File: config.mk
export PLATFORM = sky130hd
export DESIGN_NAME = burst_addr_gen
export DESIGN_NICKNAME = d
export VERILOG_FILES = /design/src/rtl/burst_pkg.sv /design/src/rtl/burst_order_latch.sv /design/src/rtl/burst_beat_ctr.sv /design/src/rtl/burst_order_map.sv /design/src/rtl/burst_addr_gen.sv
export SDC_FILE = /design/constraint.sdc
export NUM_CORES = 1
export LEC_CHECK = 0
export ABC_AREA = 0
export ABC_CLOCK_PERIOD_IN_PS = 2400
export BUFFER_PORTS_ARGS = -buffer_cell sky130_fd_sc_hd__clkbuf_2
export CAP_MARGIN = 20
export CORE_MARGIN = 2
export CORE_UTILIZATION = 45
export CTS_BUF_LIST = sky130_fd_sc_hd__clkbuf_16
export CTS_CLUSTER_DIAMETER = 200
export CTS_CLUSTER_SIZE = 40
export DETAILED_ROUTE_END_ITERATION = 16
export PLACE_DENSITY = 0.8
export SYNTH_ARGS = -nofsm -noshare
export SYNTH_HDL_FRONTEND = slang
export SYNTH_SLANG_ARGS = --single-unit
File: constraint.sdc
create_clock -name clk -period 2.4 [get_ports clk]
set_clock_uncertainty 0.15 [all_clocks]
set_input_delay 0.48 -clock clk [delete_from_list [all_inputs] [get_ports clk]]
set_output_delay 0.48 -clock clk [all_outputs]
set_load 0.01 [all_outputs]
File: src/rtl/burst_pkg.sv
package burst_pkg;
  typedef enum logic {
    ORD_LINEAR     = 1'b0,
    ORD_INTERLEAVE = 1'b1
  } burst_order_e;
endpackage

File: src/rtl/burst_order_latch.sv
module burst_order_latch
  import burst_pkg::*;
(
  input  logic         clk,
  input  logic         rst_n,
  input  logic         mode_i,
  output burst_order_e order_o
);
  burst_order_e order_q;

  // Sampled on every edge in reset; frozen afterwards.
  always_ff @(posedge clk) begin
    if (!rst_n) order_q <= burst_order_e'(mode_i);
  end

  assign order_o = order_q;

  // the order never moves once reset has been released.
  a_r9_order_frozen: assert property (@(posedge clk) disable iff (!rst_n)
    $past(rst_n) |-> $stable(order_q));
endmodule

File: src/rtl/burst_beat_ctr.sv
module burst_beat_ctr #(
  parameter int CW = 2
) (
  input  logic          clk,
  input  logic          rst_n,
  input  logic          load_i,
  input  logic          step_i,
  output logic [CW-1:0] beat_o
);
  localparam logic [CW-1:0] ONE = CW'(1);
  logic [CW-1:0] beat_q;

  always_ff @(posedge clk) begin
    if (!rst_n)      beat_q <= '0;
    else if (load_i) beat_q <= '0;
    else if (step_i) beat_q <= beat_q + ONE;
  end

  assign beat_o = beat_q;

  // a start clears the beat, even with an advance on the same edge.
  a_r7_load_clears: assert property (@(posedge clk) disable iff (!rst_n)
    load_i |=> beat_o == '0);
  // an advance steps the beat by one, modulo the group size.
  a_r3_step_inc: assert property (@(posedge clk) disable iff (!rst_n)
    (!load_i && step_i) |=> beat_o == $past(beat_o) + ONE);
  // no strobe, no motion.
  a_r4_hold: assert property (@(posedge clk) disable iff (!rst_n)
    (!load_i && !step_i) |=> $stable(beat_o));
endmodule

File: src/rtl/burst_order_map.sv
module burst_order_map
  import burst_pkg::*;
#(
  parameter int CW = 2
) (
  input  burst_order_e  order_i,
  input  logic [CW-1:0] start_i,
  input  logic [CW-1:0] beat_i,
  output logic [CW-1:0] low_o
);
  logic [CW-1:0] ilv;
  logic [CW-1:0] lin;

  for (genvar b = 0; b < CW; b++) begin : g_ilv
    assign ilv[b] = start_i[b] ^ beat_i[b];
  end

  assign lin   = start_i + beat_i;
  assign low_o = (order_i == ORD_INTERLEAVE) ? ilv : lin;
endmodule

File: src/rtl/burst_addr_gen.sv
module burst_addr_gen
  import burst_pkg::*;
#(
  parameter int ADDR_W = 17,
  parameter int LOW_W  = 2
) (
  input  logic              clk,
  input  logic              rst_n,
  input  logic              mode_i,
  input  logic              load_i,
  input  logic              step_i,
  input  logic [ADDR_W-1:0] addr_i,
  output logic [ADDR_W-1:0] addr_o,
  output logic [LOW_W-1:0]  beat_o
);
  localparam int UP_W = ADDR_W - LOW_W;

  burst_order_e     order;
  logic [LOW_W-1:0] start_q;
  logic [UP_W-1:0]  upper_q;
  logic [LOW_W-1:0] beat;
  logic [LOW_W-1:0] low;

  burst_order_latch u_order (
    .clk     (clk),
    .rst_n   (rst_n),
    .mode_i  (mode_i),
    .order_o (order)
  );

  burst_beat_ctr #(.CW(LOW_W)) u_beat (
    .clk    (clk),
    .rst_n  (rst_n),
    .load_i (load_i),
    .step_i (step_i),
    .beat_o (beat)
  );

  always_ff @(posedge clk) begin
    if (!rst_n) begin
      start_q <= '0;
      upper_q <= '0;
    end else if (load_i) begin
      start_q <= addr_i[LOW_W-1:0];
      upper_q <= addr_i[ADDR_W-1:LOW_W];
    end
  end

  burst_order_map #(.CW(LOW_W)) u_map (
    .order_i (order),
    .start_i (start_q),
    .beat_i  (beat),
    .low_o   (low)
  );

  assign addr_o = {upper_q, low};
  assign beat_o = beat;

  // a start shows the captured address unchanged on the next cycle.
  a_r2_load_capture: assert property (@(posedge clk) disable iff (!rst_n)
    load_i |=> addr_o == $past(addr_i));
  // the upper bits only move on a start.
  a_r8_upper_hold: assert property (@(posedge clk) disable iff (!rst_n)
    !load_i |=> $stable(addr_o[ADDR_W-1:LOW_W]));
  // with no strobe the whole address holds.
  a_r4_addr_hold: assert property (@(posedge clk) disable iff (!rst_n)
    (!load_i && !step_i) |=> $stable(addr_o));
endmodule

Yosys cells after proc, flatten, opt, wreduce, memory -nomap -nowiden
Cells that the tools add are included. Widths: inputs -> output; s select.

$add $sub $neg: 2. Reductions and logical operators: 1. Multiplexer cells: 1. Bitwise gates (word level): 3.

Operators by type and width (number): $add 2x1->2 const B (1); $add 2x2->2 (1); $mux 2 (1); $reduce_or 2->1 (1); $xor 1x1->1 (2); $not 1->1 (1).

Output and inout port bits: 19. Word-level logic and storage cells: 11. Input port bits: 22. Flip-flop bits (word level): 20.

Longest topological paths before layout
Gate-level depths: netlist of the first run.

Depth after elaboration: 2. Mapped depth: 4. Depth with buffers taken out: 3.

By module
A second synthesis of the first run with hierarchy kept.

Cell total of the unflattened synthesis: 68. Area total of the unflattened synthesis: 807.0 sq um.

By module, submodules not included: burst_addr_gen (cells each 54, area an instance 651.9 sq um, seq. area each 340.3 sq um, times used 1); burst_beat_ctr (cells each 8, area an instance 85.1 sq um, seq. area each 40.0 sq um, times used 1); burst_order_map (cells each 4, area an instance 36.3 sq um, seq. area each 0.0 sq um, times used 1); burst_order_latch (cells each 2, area an instance 33.8 sq um, seq. area each 30.0 sq um, times used 1).

Worst setup path before layout of the first run
No wires, ideal clock.

Kind: register -> output. Start point: register u_beat.beat_q[0] (netlist: u_beat.beat_o[0]). End point: output addr_o[1]. Setup slack: 857 ps. Buffers on the path: 0. Required time: 1770 ps. Stages on the path, launching flop included: 4. Arrival: 913 ps. Path through: dfxtp_1 -> ha_1 -> nor2b_1 -> xnor2_1.

Longest elaborated chain between the ends: 2.

RTL lines: from (decl) (RTL line burst_beat_ctr.sv:11) `logic [CW-1:0] beat_q;`; from (signal assigned) (RTL line burst_beat_ctr.sv:16) `else if (step_i) beat_q <= beat_q + ONE;`; $add 2x2->2 (RTL line burst_order_map.sv:18) `assign lin = start_i + beat_i;`; $mux 2 (RTL line burst_order_map.sv:19) `assign low_o = (order_i == ORD_INTERLEAVE) ? ilv : lin;`; to (decl) (RTL line burst_addr_gen.sv:13) `output logic [ADDR_W-1:0] addr_o,`.

No other way between the ends.

Worst setup path after layout of the first run
Ends and elaborated chain as after synthesis.

==> results of run 1 <==
area by class of cell:
| cell class | count | area (um2) |
|---|---|---|
| Clock inverter | 1 | 3.75 |
| Sequential cell | 20 | 410 |
| Multi-Input combinational cell | 44 | 312 |
| Inverter | 1 | 3.75 |
| Tap cell | 16 | 20.0 |
| Clock buffer | 3 | 75.1 |
| Timing Repair Buffer | 40 | 200 |
| Fill cell | 141 | 517 |
critical path: stages (launching register included):
cell                       delay (ns)
sky130_fd_sc_hd__dfxtp_1         0.40
sky130_fd_sc_hd__ha_1            0.16
sky130_fd_sc_hd__nor2b_1         0.15
sky130_fd_sc_hd__xnor2_1         0.13
sky130_fd_sc_hd__clkbuf_2        0.15
logic make-up (layout without fill, tap and decap cells):
group	count (synthesis)	count (layout)	synth area share [%]
flops	20	20	53.9
fa+ha+maj	1	1	1.64
compound gates	2	2	1.97
mux	17	17	22.3
xor+xnor	3	3	3.45
simple gates	21	21	11.5
buf+inv	4	45	5.25
cell usage after synthesis:
| cell | instances |
|---|---|
| sky130_fd_sc_hd__a21bo_2 | 1 |
| sky130_fd_sc_hd__xnor2_1 | 3 |
| sky130_fd_sc_hd__buf_6 | 1 |
| sky130_fd_sc_hd__mux2i_1 | 17 |
| sky130_fd_sc_hd__buf_2 | 1 |
| sky130_fd_sc_hd__buf_12 | 1 |
| sky130_fd_sc_hd__nor2b_1 | 1 |
| sky130_fd_sc_hd__a21oi_1 | 1 |
| sky130_fd_sc_hd__nand3b_1 | 1 |
| sky130_fd_sc_hd__nand2b_1 | 1 |
| sky130_fd_sc_hd__dfxtp_1 | 19 |
| sky130_fd_sc_hd__ha_1 | 1 |
| sky130_fd_sc_hd__nor2_1 | 18 |
| sky130_fd_sc_hd__inv_2 | 1 |
| sky130_fd_sc_hd__edfxtp_1 | 1 |
per-stage QoR:
step	utilization, %	instance area, um2	total power [uW]	hold WS, ns
after global placement	61.4	946	459	0.324
after global routing	66.5	1020	815	0.262
after detailed placement	61.4	946	463	0.335
after CTS	66.5	1020	792	0.261
after floorplan	-	762	426	0.315
final	66.5	1020	783	0.260
how the worst max path moves through the flow:
stage / start / end / depth (start not counted)
global route: u_beat.beat_o[0]$_SDFFE_PP0P_ / addr_o[1] / 4
CTS: u_beat.beat_o[0]$_SDFFE_PP0P_ / addr_o[1] / 4
detailed placement: u_beat.beat_o[0]$_SDFFE_PP0P_ / addr_o[1] / 4
floorplan: u_beat.beat_o[0]$_SDFFE_PP0P_ / addr_o[1] / 3
finish: u_beat.beat_o[0]$_SDFFE_PP0P_ / addr_o[1] / 4
global placement: u_beat.beat_o[0]$_SDFFE_PP0P_ / addr_o[1] / 4
routing by layer:
metal / up-vias / GRT usage (%)
met1: 268 / 15.2
met2: 20 / 28.0
li1: 307 / -
met5: - / 0
met4: 0 / 5.29
met3: 0 / 4.80
state kept, by name (all words and copies together), names as in the netlist:
signal / flops
start_q: 2
u_beat.beat_o: 2
upper_q: 15
u_order.order_o: 1
power by group:
part | leakage [uW] | total [uW] | internal, uW | switching [uW]
Clock | 0.0000385 | 328 | 221 | 107
Combinational | 0.000335 | 90.1 | 45.4 | 44.6
Sequential | 0.000166 | 365 | 355 | 10.4
==> run summary, run 1 <==
The synthesized netlist contains 15 unique library cells. The worst-margin pin slew is 0.555 ns. After detailed routing, the met3 layer carries 78 um of wire.

The worst pin sits at a relative slew slack of 63.0%. The run gives 3 as the number of CTS-inserted buffers. The tools report the number of global-route vias before repair as 549.

The worst-case IR drop observed on VDD is 0.522 mV. After detailed routing, the number of remaining DRC violations is 0. The violation count after the first detailed-route iteration is 1. The worst hold path cell count was 1; the die outline width was 45.2 um. The run gives 53.9% as the post-synthesis sequential area ratio. The path type of the worst min-delay path was input pin to flip-flop. The number of antenna violations at the first check in global routing is 0. The critical path arrival is 1.23 ns. The count of cells resized by post-cts repair was 0. The power density relative to cell area was 764 nW/um2. The sum of overflow across all layers after global routing is 0. The number of cells produced by synthesis was 68. The startpoint type of the worst setup path is a flip-flop. Cell row count: 14.

The per-cell routed wire length is 11.4 um, and the final hold violation count is 0. After detailed placement, the design holds a cell count of 121. In this run, synthesis produced a sequential element count of 20.

TritonCTS built the clock tree. The length of the first detailed-routing pass in iterations was 4; the number of maximum-capacitance constraint violations was 0. In the final layout, the share of cells above drive strength 1 is 41.3%. The logs give 0 for the remaining antenna violation count after routing and 0.792 ns for the worst slack at placement. The run gives 0.000540 uW as the static leakage power. Category of the critical setup timing path: flip-flop to primary output.

Root buffer cell: sky130_fd_sc_hd__clkbuf_16. Largest area contributor in the netlist: sky130_fd_sc_hd__dfxtp_1. The final critical path takes up 77.5% of the cycle. The routed design uses 768 um of met2 wire. For this configuration, the core starts out at a cell density of 49.4%. The average cell area after synthesis was 11.2 um2. In this run the critical register-to-register path is captured at u_beat.beat_o[1]$_SDFFE_PP0P_. The tools report the number of hold-repair buffers added at the cts stage as 0. The overall track demand over capacity in global routing is 14.9%.

The worst setup path is captured at a primary output. The synthesized cell area came out at 762 um2. After detailed routing, the total wire length is 1430 um.

The synthesized net count is 91, and the post-CTS setup buffer count is 0. The highest metal layer carrying signal wires in the routed design is met3. Entering global routing, the biggest net connects 19 pins.

The worst hold path begins at mode_i. The post-route setup TNS is 0 ns, and the detailed-route via count is 595. Of all nets on the critical path, the largest fanout is 5. For the worst setup margin, the log shows 0.540 ns. The worst hold path terminates at u_order.order_o$_DFFE_PN_. The tools report the H-tree depth as 1. The die outline height was 45.2 um. At the worst endpoint, the required time is 1.77 ns.

The worst register-to-register path begins at u_beat.beat_o[1]$_SDFFE_PP0P_. For this design the top-level I/O count stands at 41. The per-cell via count in the routed design was 4.76.

In this run the register-to-register setup slack is 1.47 ns. After layout, the minimum clock period comes to 1.86 ns. The flow ran to the end, and the final reports show no timing, DRC or antenna violations. The clock-pin slew of the registers on the worst-case setup and hold paths was 0.05 ns. The total of warnings raised by yosys is 0, and the path depth of the worst reg2reg path is 2. The run gives 538 MHz as the fmax. Number of endpoints failing setup at the final stage: 0.

The most frequent standard cell in the layout excluding fill and tap cells was sky130_fd_sc_hd__clkbuf_2. The tools report the clock net sink count as 20. In the final routing, the length of wire on met1 measures 584 um.

The wire-length estimate of the detail-placed layout is 1060 um. Setup repair after global routing left no endpoint under its margin. The floorplan core area was 1540 um2; the source-to-sink clock delay at the later pin of the worst-skew pair was 0.24 ns. The number of nets in the layout is 133.

The tools report the wire length of the first global-routing pass as 2210 um. The synthesis-to-finish area growth is 34.5%, and the total die area is 2040 um2. In the post-synthesis netlist, the biggest area contributors are sky130_fd_sc_hd__dfxtp_1 50%, sky130_fd_sc_hd__mux2i_1 22%, sky130_fd_sc_hd__nor2_1 8.9%, sky130_fd_sc_hd__edfxtp_1 3.9%, sky130_fd_sc_hd__xnor2_1 3.4%. After the flow finishes, the layout carries non-filler instances totaling 125.

The library cells used most frequently in the layout, excluding fill and tap cells, are 40 x sky130_fd_sc_hd__clkbuf_2, 19 x sky130_fd_sc_hd__dfxtp_1, 18 x sky130_fd_sc_hd__nor2_1. For the number of diodes, the log shows 0. Routability-driven placement finished with a final weighted congestion of 0.639.

Port buffering added 40 buffers. The final number of max-transition violations is 0, and the fraction of synthesized cell area taken by the top area cell type is 49.9%. In this run the deepest clock path goes through 2 buffers.
No activity file was read; power rests on OpenSTA's default activity.
==> inputs of run 2 (changes only) <==
- ABC_CLOCK_PERIOD_IN_PS: 2400 -> 1600
- CORE_UTILIZATION: 45 -> 38
- PLACE_DENSITY: 0.8 -> 0.72
- clock period: 2.4 -> 1.6 ns (I/O delays scaled with it)
==> run 2 against run 1 <==
  * Non-clock buffer count up 2
  * Count of clock-buffer cells in the layout unchanged
  * Via count up 3.5%
  * Register-to-register slack worse by 0.89 ns
  * Sequential share of layout area down 2.0 points
  * Die area up 17%
  * Highest routed layer unchanged
==> run summary, run 2 (same netlist as run 1, synthesis figures left out) <==
The flow ran to the end, and the final reports show no timing, DRC or antenna violations. In the layout the commonest cells are 39 x sky130_fd_sc_hd__clkbuf_2, 18 x sky130_fd_sc_hd__nor2_1, 17 x sky130_fd_sc_hd__mux2i_1, 17 x sky130_fd_sc_hd__dfxtp_1. After clock tree synthesis, the flow added hold-fix buffers numbering 0. Setup repair after global routing could not meet its margin everywhere.

The boundary pin count was 41; the remaining antenna violation count after routing was 0. The source-to-sink clock delay at the later pin of the worst-skew pair came out at 0.24 ns. The register with the most flip-flops in the final layout is upper_q. In this run the static leakage power is 0.000558 uW. Detailed-route via count: 616. The worst register-to-register path ends at u_beat.beat_o[1]$_SDFFE_PP0P_. The most frequent standard cell in the layout excluding fill and tap cells is sky130_fd_sc_hd__clkbuf_2. Summed over all nets, the half-perimeter wirelength after detailed placement is 1090 um.

Number of nets in the layout: 135. The run gives 65 um as the met3 layer wire length in the routed design. Headroom to the max-slew limit came out at 80.2%. In the routed layout, each cell is associated on average with a via count of 4.46. Power density relative to cell area: 1090 nW/um2. The origin of the critical flop-to-flop path was u_beat.beat_o[0]$_SDFFE_PP0P_. Across all register-to-register paths, the minimum setup slack is 0.58 ns. The number of global-route vias before repair is 623, and the path depth of the worst reg2reg path is 3. On the final layout, the worst hold slack is 0.0970 ns. After clock tree synthesis, the clock-pin slew on the worst setup and hold paths is 0.05 ns. The logs give 630 MHz for the fmax and 1 for the H-tree depth.

For the final cell utilization of the core, the log shows 56.8%. The detailed router put a total of 576 um of wire on met1. Setup violations remaining at the end of the flow were counted as 0. The period utilization is 99.1%. The overall power consumption was 1190 uW; the number of maximum-capacitance constraint violations was 0. The tools report the final hold violation count as 0. The tree is rooted in a sky130_fd_sc_hd__clkbuf_16.

STA classifies the critical path startpoint as a flip-flop. The largest single stage delay on the critical path is 0.35 ns. The die outline height works out to 48.8 um. In this run the horizontal extent of the chip is 48.8 um.

Data required time of the worst path: 1.13 ns. The final number of max-transition violations is 0. CTS saw 20 sinks.

The tools report the number of antenna violations at the first check in global routing as 0. The first routing iteration left 4 violations. Counting along the longest clock path gives a buffer depth of 2. Largest vdd supply drop: 0.656 mV. The min-delay analysis places its worst path in the category input pin to flip-flop.

The first TritonRoute pass finished after 2 iterations. The core region is 1920 um2. Routability-driven placement finished with a final weighted congestion of 0.626. The total of fill cells in the finished design was 193. The total die area is 2380 um2. TritonCTS built the clock tree.

Per-cell routed wire length: 10.4 um. Walking the worst path, the cells encountered are ha_4, nor2b_4, xnor2_1, buf_2. The highest routed metal layer is met3.

Detailed routing placed a total of 788 um of wire on met2. The tools report the wire length reported by the detailed router as 1430 um. Number of diodes: 0. The buffering stage count on the worst path with inverters included was 1; the number of flip-flops in the largest register was 15. In this run the worst setup path terminates at addr_o[1]. The number of logic stages on the critical path including buffering works out to 4. The tools report the number of CTS-inserted buffers as 3.

On the critical path, the stage with the largest delay is an instance of sky130_fd_sc_hd__dfxtp_4. Worst-margin pin slew: 0.297 ns. The most critical setup path has its startpoint at u_beat.beat_o[0]$_SDFFE_PP0P_.

The fraction of final layout cells with drive strength greater than 1 came out at 45.9%. The critical path is of the flip-flop to primary output type. The startpoint identified for the worst hold timing path is mode_i. For this run, design rule violations remaining after detail routing come to 0. For this configuration, the core starts out at a cell density of 39.6%. The clock period could shrink to 1.59 ns. For this run, the total global-route usage over all layers was measured as 13.4%. In this run the core area contains 16 standard-cell rows. Entering global routing, the biggest net connects 19 pins.

The wire length of the first global-routing pass came out at 2550 um. The run gives 0 as the sum of overflow across all layers after global routing. STA classifies the critical path endpoint as a primary output. Compared with the post-synthesis result, the final layout area differs by 43.2%. Number of buffers added on ports: 40. The kind of cell adding the most delay to the critical path was flip-flops.

STA puts the critical path data arrival time at 1.12 ns. Of all nets on the critical path, the largest fanout is 2.
[run 2: cell types whose count changed in the layout (fill, tap and decap cells not counted)]
cell	before	now
sky130_fd_sc_hd__clkinv_1	1	0
sky130_fd_sc_hd__dfxtp_1	19	17
sky130_fd_sc_hd__buf_2	0	1
sky130_fd_sc_hd__nor2b_1	1	0
sky130_fd_sc_hd__inv_1	0	1
sky130_fd_sc_hd__dfxtp_2	0	1
sky130_fd_sc_hd__ha_4	0	1
sky130_fd_sc_hd__clkbuf_2	40	39
sky130_fd_sc_hd__buf_4	0	1
sky130_fd_sc_hd__ha_1	1	0
sky130_fd_sc_hd__nor2b_4	0	1
sky130_fd_sc_hd__buf_12	0	1
sky130_fd_sc_hd__dfxtp_4	0	1
[run 2: worst reg2reg max path, cell delays in order, from the launching register on]
cell and delay (ns):
sky130_fd_sc_hd__dfxtp_4 0.35, sky130_fd_sc_hd__buf_4 0.14, sky130_fd_sc_hd__a21bo_2 0.20, sky130_fd_sc_hd__a21oi_1 0.11
[run 2: how the worst min path moves through the flow]
stage          slack [ns]                        end  cells after the start
6_report              0.1  u_order.order_o$_DFFE_PN_                      1
3_5_place_dp         0.34    upper_q[0]$_SDFFE_PN0P_                      2
3_3_place_gp         0.32   upper_q[13]$_SDFFE_PN0P_                      2
2_1_floorplan        0.27  u_order.order_o$_DFFE_PN_                      0
4_1_cts               0.1  u_order.order_o$_DFFE_PN_                      1
5_1_grt              0.09  u_order.order_o$_DFFE_PN_                      1
[run 2: repair_timing]
action	CTS	global route
buffers inserted	1	0
pin swaps	2	1
resized for setup	6	2
setup endpoints to repair	1	1
[run 2: through the flow]
step           std cells  setup slack [ns]  cell area (um2)  setup TNS, ns
6_report             138            0.0139             1090              0
5_1_grt              138           -0.0282             1090        -0.0282
4_1_cts              138           -0.0368             1090        -0.0368
3_5_place_dp         133             0.128              980              0
3_3_place_gp         133             0.184              980              0
2_1_floorplan         68             0.217              762              0
[run 2: power by group]
group | switching, uW | internal [uW]
Combinational | 68.4 | 75.5
Clock | 163 | 332
Sequential | 16.6 | 532
[run 2: final cells by class]
cell class	instances	area [um2]	share of cell area [%]
timing repair buffer	42	228	20.9
clock inverter	1	3.75	0.344
multi-input combinational	44	332	30.4
inverter	1	3.75	0.344
clock buffer	3	75.1	6.88
tap	27	33.8	3.10
sequential	20	415	38.1
[run 2: routing by layer]
metal,vias to the layer above,track usage (%)
met5,-,0
met3,0,2.45
met1,289,14.9
met4,0,5.71
met2,15,24.9
li1,312,-
